--- config.mk ---
export PLATFORM = sky130hd
export DESIGN_NAME = i2c_rx_slave
export DESIGN_NICKNAME = d
export VERILOG_FILES = /design/src/rtl/i2c_rx_pkg.sv /design/src/rtl/i2c_rx_sync.sv /design/src/rtl/i2c_rx_cond.sv /design/src/rtl/i2c_rx_shift.sv /design/src/rtl/i2c_rx_regs.sv /design/src/rtl/i2c_rx_slave.sv
export SDC_FILE = /design/constraint.sdc
export NUM_CORES = 1
export LEC_CHECK = 0
export CAP_MARGIN = 10
export CORE_ASPECT_RATIO = 1.4
export CORE_MARGIN = 3
export CORE_UTILIZATION = 56
export DETAILED_ROUTE_END_ITERATION = 6
export GPL_ROUTABILITY_DRIVEN = 1
export PLACE_DENSITY = 0.88
export SYNTH_ARGS = -nofsm -noshare
export SYNTH_HDL_FRONTEND = slang
export SYNTH_SLANG_ARGS = --single-unit
--- constraint.sdc ---
create_clock -name clk -period 3.6 [get_ports clk]
set_input_delay 0.72 -clock clk [delete_from_list [all_inputs] [get_ports clk]]
set_output_delay 0.72 -clock clk [all_outputs]
set_load 0.005 [all_outputs]
--- src/rtl/i2c_rx_pkg.sv ---
package i2c_rx_pkg;
   localparam int BYTE_W = 8;
   localparam int ADDR_W = 7;

   typedef enum logic [1:0] {
      ST_IDLE = 2'd0,
      ST_ADDR = 2'd1,
      ST_DATA = 2'd2,
      ST_ACK  = 2'd3
   } rx_state_e;
endpackage

--- src/rtl/i2c_rx_sync.sv ---
module i2c_rx_sync #(
   parameter int STAGES = 2,
   parameter int WIDTH  = 2
) (
   input  logic             clk,
   input  logic             rst_n,
   input  logic [WIDTH-1:0] d,
   output logic [WIDTH-1:0] q
);
   logic [WIDTH-1:0] stg [STAGES];

   for (genvar s = 0; s < STAGES; s++) begin : g_stage
      if (s == 0) begin : g_first
         always_ff @(posedge clk or negedge rst_n) begin
            if (!rst_n) stg[s] <= '1;
            else        stg[s] <= d;
         end
      end else begin : g_next
         always_ff @(posedge clk or negedge rst_n) begin
            if (!rst_n) stg[s] <= '1;
            else        stg[s] <= stg[s-1];
         end
      end
   end

   assign q = stg[STAGES-1];
endmodule

--- src/rtl/i2c_rx_cond.sv ---
module i2c_rx_cond (
   input  logic clk,
   input  logic rst_n,
   input  logic scl_s,
   input  logic sda_s,
   output logic scl_rise,
   output logic scl_fall,
   output logic start_det,
   output logic stop_det
);
   logic scl_q, sda_q;

   always_ff @(posedge clk or negedge rst_n) begin
      if (!rst_n) begin
         scl_q <= 1'b1;
         sda_q <= 1'b1;
      end else begin
         scl_q <= scl_s;
         sda_q <= sda_s;
      end
   end

   assign scl_rise  = scl_s & ~scl_q;
   assign scl_fall  = ~scl_s & scl_q;
   assign start_det = scl_s & scl_q & sda_q & ~sda_s;
   assign stop_det  = scl_s & scl_q & ~sda_q & sda_s;
endmodule

--- src/rtl/i2c_rx_shift.sv ---
module i2c_rx_shift
   import i2c_rx_pkg::*;
(
   input  logic              clk,
   input  logic              rst_n,
   input  logic              scl_rise,
   input  logic              scl_fall,
   input  logic              start_det,
   input  logic              stop_det,
   input  logic              sda_s,
   input  logic [ADDR_W-1:0] own_addr,
   input  logic              buf_full,
   output logic              byte_evt,
   output logic [BYTE_W-1:0] byte_val,
   output logic              rw_evt,
   output logic              rw_val,
   output logic              sda_oe
);
   localparam int CNT_W = $clog2(BYTE_W + 1);
   localparam logic [CNT_W-1:0] LAST = CNT_W'(BYTE_W);

   rx_state_e         state;
   logic [CNT_W-1:0]  cnt;
   logic [BYTE_W-1:0] sh;
   logic              ack_q;
   logic              done, addr_hit, wr_hit;

   assign addr_hit = (sh[BYTE_W-1:1] == own_addr);
   assign wr_hit   = addr_hit & ~sh[0];
   assign done     = scl_fall & (cnt == LAST) & ~start_det & ~stop_det &
                     ((state == ST_ADDR) | (state == ST_DATA));

   always_ff @(posedge clk or negedge rst_n) begin
      if (!rst_n) begin
         state <= ST_IDLE;
         cnt   <= '0;
         sh    <= '0;
         ack_q <= 1'b0;
      end else if (start_det) begin
         state <= ST_ADDR;
         cnt   <= '0;
         ack_q <= 1'b0;
      end else if (stop_det) begin
         state <= ST_IDLE;
         cnt   <= '0;
         ack_q <= 1'b0;
      end else begin
         unique case (state)
            ST_ADDR, ST_DATA: begin
               if (scl_rise && cnt < LAST) begin
                  sh  <= {sh[BYTE_W-2:0], sda_s};
                  cnt <= cnt + CNT_W'(1);
               end else if (done) begin
                  if (state == ST_DATA || wr_hit) begin
                     state <= ST_ACK;
                     ack_q <= ~buf_full;
                  end else begin
                     state <= ST_IDLE;
                  end
               end
            end
            ST_ACK: begin
               if (scl_fall) begin
                  state <= ST_DATA;
                  cnt   <= '0;
                  ack_q <= 1'b0;
               end
            end
            default: ;
         endcase
      end
   end

   assign byte_evt = done & ((state == ST_DATA) | wr_hit);
   assign byte_val = sh;
   assign rw_evt   = done & (state == ST_ADDR) & addr_hit;
   assign rw_val   = sh[0];
   assign sda_oe   = ack_q & (state == ST_ACK);

   p_addr_phase_r10: assert property (@(posedge clk) disable iff (!rst_n)
      start_det |=> (state == ST_ADDR && cnt == '0));
   p_ack_only_free_r6: assert property (@(posedge clk) disable iff (!rst_n)
      $rose(sda_oe) |-> ($past(byte_evt) && !$past(buf_full)));
   p_idle_silent_r3: assert property (@(posedge clk) disable iff (!rst_n)
      (state == ST_IDLE) |-> (!byte_evt && !rw_evt && !sda_oe));
endmodule

--- src/rtl/i2c_rx_regs.sv ---
module i2c_rx_regs
   import i2c_rx_pkg::*;
(
   input  logic              clk,
   input  logic              rst_n,
   input  logic              byte_evt,
   input  logic [BYTE_W-1:0] byte_val,
   input  logic              rw_evt,
   input  logic              rw_val,
   input  logic              rd_en,
   input  logic              clr_irq,
   input  logic              clr_ovf,
   output logic [BYTE_W-1:0] rx_data,
   output logic              full,
   output logic              ovf,
   output logic              irq,
   output logic              rw_bit
);
   always_ff @(posedge clk or negedge rst_n) begin
      if (!rst_n) begin
         rx_data <= '0;
         full    <= 1'b0;
         ovf     <= 1'b0;
         irq     <= 1'b0;
         rw_bit  <= 1'b0;
      end else begin
         if (byte_evt && !full) begin
            rx_data <= byte_val;
            full    <= 1'b1;
         end else if (rd_en) begin
            full    <= 1'b0;
         end
         if (byte_evt && full) ovf <= 1'b1;
         else if (clr_ovf)     ovf <= 1'b0;
         if (byte_evt)         irq <= 1'b1;
         else if (clr_irq)     irq <= 1'b0;
         if (rw_evt)           rw_bit <= rw_val;
      end
   end

   p_load_sets_full_r5: assert property (@(posedge clk) disable iff (!rst_n)
      (byte_evt && !full) |=> (full && rx_data == $past(byte_val)));
   p_read_clears_r5: assert property (@(posedge clk) disable iff (!rst_n)
      (rd_en && !byte_evt) |=> !full);
   p_no_overwrite_r6: assert property (@(posedge clk) disable iff (!rst_n)
      (byte_evt && full) |=> (ovf && $stable(rx_data)));
   p_ovf_sticky_r7: assert property (@(posedge clk) disable iff (!rst_n)
      (ovf && !clr_ovf) |=> ovf);
   p_irq_per_byte_r8: assert property (@(posedge clk) disable iff (!rst_n)
      byte_evt |=> irq);
endmodule

--- src/rtl/i2c_rx_slave.sv ---
module i2c_rx_slave
   import i2c_rx_pkg::*;
#(
   parameter int SYNC_STAGES = 2
) (
   input  logic              clk,
   input  logic              rst_n,
   input  logic              scl_i,
   input  logic              sda_i,
   input  logic [ADDR_W-1:0] own_addr,
   input  logic              rd_en,
   input  logic              clr_irq,
   input  logic              clr_ovf,
   output logic              sda_oe,
   output logic [BYTE_W-1:0] rx_data,
   output logic              buf_full,
   output logic              rx_ovf,
   output logic              rx_irq,
   output logic              rw_bit
);
   if (SYNC_STAGES < 2 || SYNC_STAGES > 4) begin : g_bad_sync
      $error("SYNC_STAGES must lie in 2..4");
   end
   if (BYTE_W != ADDR_W + 1) begin : g_bad_width
      $error("address plus R/W must fill one byte");
   end

   logic [1:0]        line_s;
   logic              scl_rise, scl_fall, start_det, stop_det;
   logic              byte_evt, rw_evt, rw_val;
   logic [BYTE_W-1:0] byte_val;

   i2c_rx_sync #(.STAGES(SYNC_STAGES), .WIDTH(2)) u_sync (
      .clk(clk), .rst_n(rst_n), .d({scl_i, sda_i}), .q(line_s));

   i2c_rx_cond u_cond (
      .clk(clk), .rst_n(rst_n), .scl_s(line_s[1]), .sda_s(line_s[0]),
      .scl_rise(scl_rise), .scl_fall(scl_fall),
      .start_det(start_det), .stop_det(stop_det));

   i2c_rx_shift u_shift (
      .clk(clk), .rst_n(rst_n), .scl_rise(scl_rise), .scl_fall(scl_fall),
      .start_det(start_det), .stop_det(stop_det), .sda_s(line_s[0]),
      .own_addr(own_addr), .buf_full(buf_full), .byte_evt(byte_evt),
      .byte_val(byte_val), .rw_evt(rw_evt), .rw_val(rw_val), .sda_oe(sda_oe));

   i2c_rx_regs u_regs (
      .clk(clk), .rst_n(rst_n), .byte_evt(byte_evt), .byte_val(byte_val),
      .rw_evt(rw_evt), .rw_val(rw_val), .rd_en(rd_en), .clr_irq(clr_irq),
      .clr_ovf(clr_ovf), .rx_data(rx_data), .full(buf_full), .ovf(rx_ovf),
      .irq(rx_irq), .rw_bit(rw_bit));

   p_nack_when_full_r6: assert property (@(posedge clk) disable iff (!rst_n)
      (byte_evt && buf_full) |=> !sda_oe);
endmodule

==> run_results.csv <==
group,metric,value,unit
run_status,status,"completed",
yosys,yosysWarningCount,0,
cts,clock_latency,0.34,ns
route,wirelength,2950,um
place,gp_congestion,0.816,
route,drtAntennaViolNets,0,
timing,rsz0062_at_grt,"false",
global_routing,grt_max_degree,34,
die,rows,22,
yosys,synth_edf_count,0,
final_layout,final_area,1960,um2
cts,ctsResizeCount,0,
pwr,vdd_drop_max,0.408,mV
route,route.vias.total,1078,
timing,maxSlewViolCount,0,
global_routing,grt_pass1_wl,5060,um
yosys,yosysSeqAreaShare,52.5,%
worst_hold_path,worstHoldPathCells,0,
timing,clock_skew,0.0117,ns
pwr,internal-power,847,uW
die,die_w,51.0,um
route,drtIter0Drc,8,
route,wl_per_cell,14.8,um
cts,cts_setup_buffers,0,
setup_path,crit_fanout,7,
route,drc,0,
timing,worstMarginPinSlew,0.431,ns
cts,cts_tree,"done",
final_layout,fillers,199,
setup_path,cpPeakStageDelay,0.50,ns
pwr,seqPwrFrac,43.4,%
yosys,synth_ff_type,"dfrtp_1",
pwr,power.share.switching,35.1,%
timing,timing.final.crit_share,68.0,%
global_routing,grt_pass1_vias,1180,
final_layout,area_delta_synth_final,23.7,%
timing,setup_tns,0,ns
yosys,synth_fp_nets,148,
setup_path,ff2ff_setup_slack,1.59,ns
route,drt-met1-wl,1150,um
yosys,synthCells,128,
die,dieHeight,69.0,um
setup_path,cp-end-kind,"primary output",
timing,slew_headroom,71.2,%
yosys,synth_top_area_share,42.6,%
setup_path,crit_chain,"ha_1 -> and2_1 -> clkdlybuf4s50_1",
final_layout,fin_nets,182,
final_layout,drive_gt1_share,22.1,%
pwr,net-switching-power,457,uW
setup_path,cp.required,2.88,ns
worst_hold_path,hold_path_startpoint,"u_sync.stg[3]",
yosys,synth_area_leader_cell,"dfrtp_1",
pwr,p_comb_share,39.9,%
cts,htreeDepth,2,
cts,numClockSinks,33,
route,drtPass1Iterations,4,
yosys,synth_seq_cells,33,
place,io_buffers,26,
place,dp_hpwl,2220,um
cts,clk_pin_slew_worst_paths,0.10,ns
yosys,async_reset_ff_share,100,%
setup_path,crit_type,"reg -> out",
global_routing,antenna_found_initial,0,
pwr,power_density,665,nW/um2
flow_run,cap_violations,0,
timing,fmax,409,MHz
cts,hold_buffers,0,
cts,clockBufferDepth,2,
timing,layout_min_cycle_time,2.45,ns
setup_path,rr_worst_depth,5,
die,core,2670,um2
setup_path,arrival,1.73,ns
die,pin_count,27,
route,wl_met2,1570,um
yosys,synth_area,1590,um2
die,start_util,59.4,%
worst_hold_path,holdPathEnd,"u_sync.q[1]",
route,wl_met3,153,um
final_layout,diodes,0,
place,place_area,1900,um2
global_routing,grt_overflow,0,
cts,root_buffer,"clkbuf_4",
pwr,clkPwrFrac,16.7,%
timing,setup_viol,0,
setup_path,start_kind,"register",
die,fp.dieArea,3520,um2
worst_hold_path,hp-class,"reg -> reg",
pwr,leakagePower,0.000867,uW
timing,finalHoldViolations,0,
cts,cts_made_buffers,5,
yosys,netlist_top_cells_area,"dfrtp_1 43%, dfstp_2 9.9%, mux2_4 7.6%, mux2_2 6.4%, ha_1 4.7%",
setup_path,reg2reg_from,"u_shift.byte_val[6]",
yosys,synth.avg_cell_area,12.4,um2
yosys,synth_cell_types,34,
global_routing,grtUsageTotal,20.2,%
route,top_layer,"met4",
setup_path,critical_path.slowest_cell,"clkdlybuf4s50_1",
route,viasPerCell,5.42,
final_layout,layout.cells.non_filler,199,
place,dpl.cell_count,191,
setup_path,reg2reg_to,"u_regs.rx_data[7]",
==> routing by layer <==
layer / track usage, % / vias to the layer above
li1: - / 514
met3: 6.67 / 7
met5: 0 / -
met2: 35.3 / 25
met4: 12.5 / 0
met1: 20.9 / 532
==> sequential cells by signal, indices dropped and copies added (netlist names) <==
name	flops
u_regs.irq	1
u_regs.full	1
u_shift.byte_val	8
u_sync.stg	2
u_shift.ack_q	1
u_cond.scl_q	1
u_regs.ovf	1
u_regs.rx_data	8
u_regs.rw_bit	1
u_shift.cnt	4
u_shift.state	2
u_cond.sda_q	1
u_sync.q	2
==> metrics by stage <==
stage	util (%)	total power, uW	worst slack (ns)	hold WS [ns]
after floorplan	-	924	1.45	0.345
after global routing	73.5	1410	1.02	0.368
final	73.5	1300	1.15	0.362
after CTS	73.5	1320	1.13	0.366
after detailed placement	71.3	1100	0.883	0.351
after global placement	71.3	1070	0.915	0.345
==> cells in the final DEF (no fill, tap or decap), drive strengths merged, types with 2 or more instances in the layout <==
| cell type | instances |
|---|---|
| a21oi | 3 |
| buf | 2 |
| clkbuf | 8 |
| clkdlybuf4s50 | 26 |
| dfrtp | 27 |
| dfstp | 6 |
| ha | 6 |
| inv | 10 |
| mux2 | 18 |
| nand2 | 9 |
| nand2b | 5 |
| nand3 | 4 |
| nor2 | 8 |
| nor3 | 3 |
| o21ai | 4 |
| o22ai | 2 |
| o32ai | 2 |
| xnor2 | 6 |
==> Yosys cell counts (all sizes together), types with 2 or more instances <==
| library cell | count |
|---|---|
| xnor2 | 6 |
| inv | 10 |
| a21oi | 3 |
| nor2 | 8 |
| mux2 | 18 |
| nand3 | 4 |
| o21ai | 4 |
| o22ai | 2 |
| ha | 6 |
| nand2 | 9 |
| nand2b | 5 |
| dfrtp | 27 |
| dfstp | 6 |
| o32ai | 2 |
| nor3 | 3 |
==> worst max-delay path, delay by kind of cell, from the launching register on <==
| kind | cells | cell delay, ns |
|---|---|---|
| and+or+nand+nor | 1 | 0.16 |
| buffers and inverters | 1 | 0.50 |
| adders and majority gates | 1 | 0.31 |
| DFF | 1 | 0.42 |
==> power by group through the flow <==
stage	Sequential, uW	Clock (uW)	Combinational, uW
2_1_floorplan	548	0	376
3_3_place_gp	566	0	500
3_5_place_dp	573	0	523
4_1_cts	567	231	526
5_1_grt	583	243	585
6_report	566	217	521
==> logic make-up (layout without fill, tap and decap cells) <==
kind of cell | after synthesis | count (layout) | share of synthesized area, %
DFF | 33 | 33 | 52.5
buffers and inverters | 11 | 46 | 2.60
and+or+nand+nor | 35 | 35 | 12.4
xor gates and xnor gates | 7 | 7 | 3.86
muxes | 18 | 18 | 14.7
adders and majority gates | 6 | 6 | 4.73
AOI/OAI and AO/OA | 18 | 18 | 9.23
==> layout make-up <==
type / instances / area [um2] / share of cell area [%]
timing repair buffer: 28 / 275 / 14.0
inverter: 10 / 37.5 / 1.91
multi-input combinational: 84 / 712 / 36.3
tap: 36 / 45.0 / 2.30
clock buffer: 8 / 58.8 / 3.00
sequential: 33 / 833 / 42.5
==> worst max path at each step <==
stage	cells past startpoint	slack, ns	end	start
finish	3	1.15	sda_oe	u_shift.state[1]
global route	3	1.02	sda_oe	u_shift.state[1]
detailed placement	6	0.88	u_regs.rx_data[1]	own_addr[4]
global placement	6	0.92	u_regs.rx_data[7]	own_addr[5]
CTS	3	1.13	sda_oe	u_shift.state[1]
floorplan	5	1.45	u_regs.rx_data[1]	own_addr[2]
Power figures use the tool's default switching activity.
